### config.mk
export PLATFORM = sky130hd
export DESIGN_NAME = lsr_tracker
export DESIGN_NICKNAME = d
export VERILOG_FILES = /design/src/rtl/lsr_pkg.sv /design/src/rtl/lsr_fifo.sv /design/src/rtl/lsr_datapath.sv /design/src/rtl/lsr_ctrl.sv /design/src/rtl/lsr_tracker.sv
export SDC_FILE = /design/constraint.sdc
export NUM_CORES = 1
export LEC_CHECK = 0
export ABC_CLOCK_PERIOD_IN_PS = 3500
export BUFFER_PORTS_ARGS = -buffer_cell sky130_fd_sc_hd__buf_2
export CAP_MARGIN = 20
export CORE_MARGIN = 4
export CORE_UTILIZATION = 60
export DETAILED_ROUTE_END_ITERATION = 6
export PLACE_DENSITY_LB_ADDON = 0.2
export SLEW_MARGIN = 0
export SYNTH_ARGS = -nofsm -noshare
export SYNTH_HDL_FRONTEND = slang
export SYNTH_SLANG_ARGS = --single-unit
### constraint.sdc
create_clock -name clk -period 3.5 [get_ports clk]
set_input_delay 0.35 -clock clk [delete_from_list [all_inputs] [get_ports clk]]
set_output_delay 0.35 -clock clk [all_outputs]
set_load 0.02 [all_outputs]
### src/rtl/lsr_pkg.sv
`timescale 1ns/1ps
package lsr_pkg;

  typedef struct packed {
    logic       brk;
    logic       frm;
    logic       par;
    logic [7:0] data;
  } rxEntry_t;

  typedef struct packed {
    logic rxPush;
    logic rxPop;
    logic txPush;
    logic txPop;
  } fifoStrobe_t;

  // Expected parity bit for kind: 00 odd, 01 even, 10 one, 11 zero.
  function automatic logic expectedParity(input logic [1:0] kind, input logic [7:0] d);
    logic bitOut;
    case (kind)
      2'b00:   bitOut = ~(^d);
      2'b01:   bitOut = ^d;
      2'b10:   bitOut = 1'b1;
      default: bitOut = 1'b0;
    endcase
    return bitOut;
  endfunction

endpackage

### src/rtl/lsr_fifo.sv
`timescale 1ns/1ps
module lsr_fifo #(
  parameter int WIDTH = 8,
  parameter int DEPTH = 16,
  localparam int PTR_W = (DEPTH > 1) ? $clog2(DEPTH) : 1,
  localparam int CNT_W = $clog2(DEPTH + 1)
) (
  input  logic             clk,
  input  logic             rstN,
  input  logic             push,
  input  logic             pop,
  input  logic [WIDTH-1:0] din,
  output logic [WIDTH-1:0] dout,
  output logic [CNT_W-1:0] count
);
  localparam logic [PTR_W-1:0] LAST = PTR_W'(DEPTH - 1);

  logic [WIDTH-1:0] mem [DEPTH];
  logic [PTR_W-1:0] wrPtr, rdPtr;

  always_ff @(posedge clk or negedge rstN) begin
    if (!rstN) begin
      wrPtr <= '0;
      rdPtr <= '0;
      count <= '0;
    end else begin
      if (push) wrPtr <= (wrPtr == LAST) ? '0 : wrPtr + 1'b1;
      if (pop)  rdPtr <= (rdPtr == LAST) ? '0 : rdPtr + 1'b1;
      case ({push, pop})
        2'b10:   count <= count + 1'b1;
        2'b01:   count <= count - 1'b1;
        default: count <= count;
      endcase
    end
  end

  always_ff @(posedge clk) begin
    if (push) mem[wrPtr] <= din;
  end

  assign dout = mem[rdPtr];
endmodule

### src/rtl/lsr_datapath.sv
`timescale 1ns/1ps
module lsr_datapath
  import lsr_pkg::*;
#(
  parameter int DEPTH = 16,
  localparam int CNT_W = $clog2(DEPTH + 1)
) (
  input  logic             clk,
  input  logic             rstN,
  input  fifoStrobe_t      strobe,
  input  rxEntry_t         rxNewEntry,
  input  logic [7:0]       thrData,
  output rxEntry_t         rxHead,
  output logic [7:0]       txHead,
  output logic [CNT_W-1:0] rxCount,
  output logic [CNT_W-1:0] txCount
);
  localparam int ENTRY_W = $bits(rxEntry_t);

  logic [ENTRY_W-1:0] rxHeadBits;

  lsr_fifo #(.WIDTH(ENTRY_W), .DEPTH(DEPTH)) rxFifo_i (
    .clk(clk), .rstN(rstN),
    .push(strobe.rxPush), .pop(strobe.rxPop),
    .din(rxNewEntry), .dout(rxHeadBits), .count(rxCount)
  );

  lsr_fifo #(.WIDTH(8), .DEPTH(DEPTH)) txFifo_i (
    .clk(clk), .rstN(rstN),
    .push(strobe.txPush), .pop(strobe.txPop),
    .din(thrData), .dout(txHead), .count(txCount)
  );

  assign rxHead = rxEntry_t'(rxHeadBits);
endmodule

### src/rtl/lsr_ctrl.sv
`timescale 1ns/1ps
module lsr_ctrl
  import lsr_pkg::*;
#(
  parameter int DEPTH = 16,
  localparam int CNT_W = $clog2(DEPTH + 1)
) (
  input  logic             clk,
  input  logic             rstN,
  input  logic [2:0]       parSel,
  input  logic             rxDone,
  input  logic [7:0]       rxData,
  input  logic             rxParBit,
  input  logic             rxFrmErr,
  input  logic             rxBreak,
  input  logic             rhrRead,
  input  logic             thrWrite,
  input  logic             txTake,
  input  logic             txDone,
  input  logic             lsrRead,
  input  rxEntry_t         rxHead,
  input  logic [CNT_W-1:0] rxCount,
  input  logic [CNT_W-1:0] txCount,
  output fifoStrobe_t      strobe,
  output rxEntry_t         rxNewEntry,
  output logic             txValid,
  output logic [7:0]       lsrByte
);
  localparam logic [CNT_W-1:0] FULL = CNT_W'(DEPTH);

  logic             brkSeen, overrun, tsrBusy;
  logic [CNT_W-1:0] errCount;
  logic             rxFull, rxAccept, headValid, txEmpty, newErr, headErr;

  assign rxFull    = (rxCount == FULL);
  assign headValid = (rxCount != '0);
  assign txEmpty   = (txCount == '0);
  assign rxAccept  = rxDone && !(rxBreak && brkSeen);

  always_comb begin
    rxNewEntry.data = rxBreak ? 8'h00 : rxData;
    rxNewEntry.brk  = rxBreak;
    rxNewEntry.frm  = !rxBreak && rxFrmErr;
    rxNewEntry.par  = !rxBreak && parSel[0] &&
                      (rxParBit != expectedParity(parSel[2:1], rxData));
  end

  assign txValid = !txEmpty && !tsrBusy;

  always_comb begin
    strobe.rxPush = rxAccept && !rxFull;
    strobe.rxPop  = rhrRead && headValid;
    strobe.txPush = thrWrite && (txCount != FULL);
    strobe.txPop  = txTake && txValid;
  end

  assign newErr  = rxNewEntry.brk || rxNewEntry.frm || rxNewEntry.par;
  assign headErr = rxHead.brk || rxHead.frm || rxHead.par;

  always_ff @(posedge clk or negedge rstN) begin
    if (!rstN) begin
      brkSeen  <= 1'b0;
      overrun  <= 1'b0;
      tsrBusy  <= 1'b0;
      errCount <= '0;
    end else begin
      if (rxDone) brkSeen <= rxBreak;
      if (rxAccept && rxFull) overrun <= 1'b1;
      else if (lsrRead)       overrun <= 1'b0;
      if (strobe.txPop)       tsrBusy <= 1'b1;
      else if (txDone)        tsrBusy <= 1'b0;
      case ({strobe.rxPush && newErr, strobe.rxPop && headErr})
        2'b10:   errCount <= errCount + 1'b1;
        2'b01:   errCount <= errCount - 1'b1;
        default: errCount <= errCount;
      endcase
    end
  end

  assign lsrByte = {
    (errCount != '0),
    txEmpty && !tsrBusy,
    txEmpty,
    headValid && rxHead.brk,
    headValid && rxHead.frm,
    headValid && rxHead.par,
    overrun,
    headValid
  };
endmodule

### src/rtl/lsr_tracker.sv
`timescale 1ns/1ps
module lsr_tracker
  import lsr_pkg::*;
#(
  parameter int DEPTH = 16,
  localparam int CNT_W = $clog2(DEPTH + 1)
) (
  input  logic       clk,
  input  logic       rstN,
  input  logic [2:0] parSel,
  input  logic       rxDone,
  input  logic [7:0] rxData,
  input  logic       rxParBit,
  input  logic       rxFrmErr,
  input  logic       rxBreak,
  input  logic       rhrRead,
  output logic [7:0] rhrData,
  input  logic       thrWrite,
  input  logic [7:0] thrData,
  output logic       txValid,
  output logic [7:0] txByte,
  input  logic       txTake,
  input  logic       txDone,
  input  logic       lsrRead,
  output logic [7:0] lsrByte
);
  fifoStrobe_t      strobe;
  rxEntry_t         rxNewEntry, rxHead;
  logic [CNT_W-1:0] rxCount, txCount;

  lsr_ctrl #(.DEPTH(DEPTH)) ctrl_i (
    .clk(clk), .rstN(rstN), .parSel(parSel),
    .rxDone(rxDone), .rxData(rxData), .rxParBit(rxParBit),
    .rxFrmErr(rxFrmErr), .rxBreak(rxBreak), .rhrRead(rhrRead),
    .thrWrite(thrWrite), .txTake(txTake), .txDone(txDone),
    .lsrRead(lsrRead), .rxHead(rxHead), .rxCount(rxCount),
    .txCount(txCount), .strobe(strobe), .rxNewEntry(rxNewEntry),
    .txValid(txValid), .lsrByte(lsrByte)
  );

  lsr_datapath #(.DEPTH(DEPTH)) data_i (
    .clk(clk), .rstN(rstN), .strobe(strobe), .rxNewEntry(rxNewEntry),
    .thrData(thrData), .rxHead(rxHead), .txHead(txByte),
    .rxCount(rxCount), .txCount(txCount)
  );

  assign rhrData = rxHead.data;
endmodule

# ---- Word level (Yosys, flattened, before mapping)
# Memories as Yosys holds them, arrays and structs flattened.
# Index checks and enable logic that the tools add are counted.
# W data, S select, Z words.
dict set report word_totals {
  reg_bits 34
  ram_bits 304
  in_bits 30
  out_inout_bits 25
  elab_cells 91
  mem_count 2
}
dict set report classes {
  add_sub_neg 10
  eq_ne 15
  muxes 17
  n_bitwise 1
  reduce_logical 36
}
# memory words word_bits read_ports rd_ports_with_merged_regs wr line
set memory_table {}
lappend memory_table {data_i.rxFifo_i.mem 16 11 1 0 1 lsr_fifo.sv:18} ;# logic [WIDTH-1:0] mem [DEPTH];
lappend memory_table {data_i.txFifo_i.mem 16 8 1 0 1 lsr_fifo.sv:18}
# operator count
set ops {}
lappend ops {{$pmux W5 S2} 3}
lappend ops {{$logic_and A1 B1 Y1} 17}
lappend ops {{$add A4 B1 Y4 const B} 4}
lappend ops {{$eq A4 B4 Y1 const B} 4}
lappend ops {{$mux W4} 4}
lappend ops {{$add A5 B1 Y5 const B} 3}
lappend ops {{$sub A5 B1 Y5 const B} 3}
lappend ops {{$reduce_bool A2 Y1} 5}
lappend ops {{$reduce_bool A5 Y1} 2}
lappend ops {{$eq A2 B1 Y1 const B} 4}
lappend ops {{$eq A2 B2 Y1 const B} 4}
lappend ops {{$mux W1} 8}
lappend ops {{$mux W8} 1}
lappend ops {{$reduce_xor A8 Y1} 1}
lappend ops {{$eq A5 B5 Y1 const B} 1}
lappend ops {{$logic_not A1 Y1} 5}
lappend ops {{$logic_not A5 Y1} 1}
lappend ops {{$ne A5 B5 Y1 const B} 1}
lappend ops {{$logic_or A1 B1 Y1} 4}
lappend ops {{$pmux W1 S3} 1}
lappend ops {{$logic_not A2 Y1} 1}
lappend ops {{$ne A1 B1 Y1} 1}
lappend ops {{$not A1 Y1} 1}

# ---- Depth between registers and ports, before layout
dict set report depth {
  word_depth 9
  depth_mapped 15
  depth_no_buf 13
}

# ---- By module
# Synthesis repeated with hierarchy kept, for this count alone.
dict set report hier_totals {
  cells_unflattened 755
  hier_area_um2 13932.1
}
# mod n_inst cells_per_inst area_each_um2 seq_area_each_um2
set by_module_without_submodules {}
lappend by_module_without_submodules {{lsr_fifo (data_i.rxFifo_i)} 1 372 7465.9 5610.4}
lappend by_module_without_submodules {{lsr_fifo (data_i.txFifo_i)} 1 300 5738.0 4169.0}
lappend by_module_without_submodules {lsr_ctrl 1 83 728.2 200.2}

# ---- Least setup slack after synthesis
# Ideal clock, no wire load.
dict set report synth_path {
  path_kind {register to register}
  start {register data_i.rxFifo_i.rdPtr[0]}
  end {register ctrl_i.errCount[4]}
  setup_ns 0.079
  arrival_ns 2.968
  required_ns 3.421
  setup_slack_ns 0.452
  stages_incl_launch_ff 16
  synth_period_minus_slack_ns 3.048
  cell_sequence {dfrtp_1 -> buf_6 -> buf_4 -> mux2i_1 -> a221oi_1 -> a21oi_1 -> o21a_1 -> a311oi_1 -> ha_1 -> inv_1 -> fa_1 -> nor2b_1 -> o21ai_0 -> and3_1 -> nor3_1 -> xor2_1}
}
dict set report synth_via {
  elab_chain_cells 6
  word_cells_on_any_way 8
}
# element line
set synth_rtl {}
lappend synth_rtl {{from (decl)} lsr_fifo.sv:19} ;# logic [PTR_W-1:0] wrPtr, rdPtr;
lappend synth_rtl {{from (signal assigned)} lsr_fifo.sv:28} ;# if (pop) rdPtr <= (rdPtr == LAST) ? '0 : rdPtr + 1'b1;
lappend synth_rtl {{$mem_v2 Z16 W11 *} n/a}
lappend synth_rtl {{$logic_or A1 B1 Y1} lsr_ctrl.sv:58} ;# assign headErr = rxHead.brk || rxHead.frm || rxHead.par;
lappend synth_rtl {{$logic_or A1 B1 Y1 *} lsr_ctrl.sv:58}
lappend synth_rtl {{$logic_and A1 B1 Y1 *} lsr_ctrl.sv:72} ;# case ({strobe.rxPush && newErr, strobe.rxPop && headErr})
lappend synth_rtl {{$eq A2 B1 Y1 or $eq A2 B2 Y1 (tied branches)} lsr_ctrl.sv:72}
lappend synth_rtl {{$pmux W5 S2 or $reduce_bool A2 Y1 (tied branches)} n/a}
lappend synth_rtl {{to (signal assigned)} lsr_ctrl.sv:73} ;# 2'b10: errCount <= errCount + 1'b1;
lappend synth_rtl {{to (signal assigned)} lsr_ctrl.sv:74} ;# 2'b01: errCount <= errCount - 1'b1;
lappend synth_rtl {{to (signal assigned)} lsr_ctrl.sv:75} ;# default: errCount <= errCount;
lappend synth_rtl {{to (decl)} lsr_ctrl.sv:32} ;# logic [CNT_W-1:0] errCount;
# Mark *: on every way between the ends. The rest lies on a longest branch, timed or not.
# A chain may end at the register's enable or synchronous reset.

# ---- Final worst setup path
# Ends and elaborated chain as after synthesis.

==> flow_metrics.env <==
export IMPL_hpwl_um=18500
export IMPL_grt_pass1_vias=7838
export IMPL_placementRows=55
export IMPL_gp_congestion=0.831
export IMPL_finalCritPeriodShare=0.955
export IMPL_postPlaceCellArea_um2=14700
export IMPL_root_buffer="clkbuf_16"
export IMPL_synth_edf_count=304
export IMPL_antennaDiodeCount=0
export IMPL_design_area_um2=15900
export IMPL_mostFrequentLayoutCell="edfxtp_1"
export IMPL_critPathLaunchType="flop"
export IMPL_worst_path_largest_cell_delay_ns=0.53
export IMPL_die_h_um=160
export IMPL_fmax_mhz=299
export IMPL_post_drt_wl_per_cell_um=23.7
export IMPL_fp_dieW_um=160
export IMPL_critPathBufInv=2
export IMPL_slew_violations=0
export IMPL_synth_cell_area_um2=13900
export IMPL_fillCellCount=1409
export IMPL_drc=0
export IMPL_grt_max_degree=35
export IMPL_ios=55
export IMPL_status="completed"
export IMPL_synth_top_area_frac=0.655
export IMPL_io_buffer_count=54
export IMPL_htree_levels=2
export IMPL_clock_sinks=338
export IMPL_fp_dieArea_um2=25700
export IMPL_multi_input_area_um2=3670
export IMPL_ys_seq_area_frac=0.716
export IMPL_synth_cells=781
export IMPL_ant_nets=0
export IMPL_cts_tree="yes"
export IMPL_antenna_found_initial=0
export IMPL_p_per_area_nw_per_um2=826
export IMPL_clockBufferDepth=3
export IMPL_syn_nets=836
export IMPL_fin_setup_tns_ns=0
export IMPL_critPathTopFamily="compound AO/OA/AOI/OAI gates"
export IMPL_drtIter0Drc=662
export IMPL_p_leak_uw=0.00561
export IMPL_crit_required_ns=3.93
export IMPL_start_util=0.612
export IMPL_grt_pass1_wl_um=44800
export IMPL_worst_setup_path_end_kind="flop"
export IMPL_setup_viol=0
export IMPL_cp_arrival_ns=3.77
export IMPL_hold_viol=0
export IMPL_period_minus_slack_ns=3.34
export IMPL_worst_path_max_fanout=11
export IMPL_relSlewSlack=0.326
export IMPL_viasPerCell=6.06
export IMPL_most_common_layout_cells="edfxtp_1, mux4_2, buf_2"
export IMPL_core_area_um2=22800
export IMPL_synth_area_leaders="edfxtp_1, mux4_2, dfrtp_1, mux2i_1, ha_1"
export IMPL_final_layout_size_suffix_gt1_frac=0.252
export IMPL_yosysWarnings=0
export IMPL_area_growth_pct=14.2
export IMPL_crit_chain="buf_12 > mux4_2 > a21oi_1 > o21a_1 > a311oi_1 > ha_2 > inv_1 > fa_1 > nor2b_1 > o21ai_0 > and3_1 > nor3_1 > xor2_1"
export IMPL_synthFlopType="edfxtp_1"
export IMPL_grt_ovfl_total=0
export IMPL_critical_path_slowest_cell="dfrtp_4"
export IMPL_hp_class="in -> reg"
export IMPL_clock_latency_ns=0.51
export IMPL_yosysTopAreaCell="edfxtp_1"
export IMPL_synthArstFlopShare=0.101
export IMPL_critPathKind="reg -> reg"
export IMPL_fin_worst_skew_ns=0.0174
export IMPL_nNetsFinal=932
export IMPL_vias=7375
export IMPL_ys_ff_latch=338
export IMPL_grt_util_all_layers=0.227
export IMPL_first_pass_iters=5
export IMPL_drv_cap=0
export IMPL_syn_area_per_cell_um2=17.8
export IMPL_worstMarginPinSlew_ns=1.01
export IMPL_cts_buffers=34
export IMPL_wirelength_um=28800
export IMPL_clk_transition_reported_paths_ns=0.06
export IMPL_yosysUniqueCellTypes=47
export IMPL_vdd_drop_max_uv=561
export IMPL_regArea_um2=9990
final timing paths:
path	from	endpoint	slack, ns	cells past startpoint
min in group asynchronous	rstN	data_i.txFifo_i.count[4]	0.48	2
worst max-delay path	data_i.rxFifo_i.rdPtr[0]	ctrl_i.errCount[4]	0.16	13
worst min register to register	ctrl_i.errCount[4]	ctrl_i.errCount[4]	0.48	1
worst min-delay path	txDone	ctrl_i.tsrBusy	0.03	2
worst max register to register	data_i.rxFifo_i.rdPtr[0]	ctrl_i.errCount[4]	0.16	13
max in group asynchronous	rstN	data_i.rxFifo_i.rdPtr[0]	2.36	2
logic make-up (layout without fill, tap and decap cells):
family          count (synthesis)  after routing  share of synthesized area
xor+xnor                       24             24                     0.0151
buf+inv                        68            190                     0.0225
compound gates                 89             89                     0.0430
flops                         338            338                      0.716
fa+ha+maj                      25             25                     0.0241
simple gates                  131            131                     0.0436
mux                           106            106                      0.136
Yosys cell counts (all sizes together) (2+ instances only):
library cell / number
edfxtp: 304
mux4: 66
nand2: 41
mux2i: 36
nor2: 35
dfrtp: 34
o21ai: 30
inv: 27
buf: 22
ha: 22
clkbuf: 19
a221oi: 17
xnor2: 17
nor2b: 15
a21oi: 12
nor3: 12
a22oi: 8
nand3: 8
xor2: 7
nand2b: 6
a21o: 5
a31oi: 4
and3: 4
mux2: 4
and2: 3
fa: 3
nor4: 3
a211oi: 2
o41ai: 2
sequential cells by signal (all words and copies together), names as in the netlist:
register,cells
data_i.rxFifo_i.rdPtr,4
ctrl_i.errCount,5
data_i.txFifo_i.rdPtr,4
ctrl_i.overrun,1
data_i.rxFifo_i.count,5
ctrl_i.brkSeen,1
data_i.rxFifo_i.wrPtr,4
data_i.txFifo_i.count,5
data_i.txFifo_i.wrPtr,4
data_i.txFifo_i.mem,128
ctrl_i.tsrBusy,1
data_i.rxFifo_i.mem,176
where the power goes:
| part | total (uW) | internal (uW) | leakage (uW) | switching (uW) |
|---|---|---|---|---|
| clock | 3570 | 2130 | 0.000542 | 1430 |
| combinational | 4250 | 1900 | 0.00189 | 2350 |
| sequential | 5330 | 4900 | 0.00318 | 429 |
through the flow:
stage / total power (uW) / hold WS (ns) / setup slack, ns / util / instances
after floorplan: 8370 / 0.0544 / 0.452 / - / 781
after global placement: 9410 / 0.459 / 0.104 / 0.645 / 1143
after detailed placement: 9600 / 0.462 / -0.106 / 0.646 / 1146
after CTS: 13200 / 0.0145 / 0.0485 / 0.696 / 1209
after global routing: 13800 / 0.0214 / -0.00644 / 0.699 / 1216
final: 13100 / 0.0318 / 0.157 / 0.699 / 1216
area by class of cell:
cell class	count	share of cell area
Sequential cell	338	0.627
Tap cell	313	0.0246
Clock inverter	8	0.00393
Timing Repair Buffer	101	0.0411
Inverter	27	0.00637
Multi-Input combinational cell	375	0.231
Clock buffer	54	0.0659
per-layer routing:
metal  track usage  routed length, um
met5             0                  0
met2         0.365              14200
met4        0.0618                486
met1         0.330              11800
met3        0.0395               2370
repair_timing:
item / CTS / global route
hold buffers: 1 / 0
gates resized for setup: 3 / 2
hold endpoints to repair: 34 / 0
pin swaps: 0 / 0
gates cloned: 0 / 0
endpoints found under the setup margin: 1 / 1
buffers inserted: 0 / 3
(Power assumes the default switching activity.)
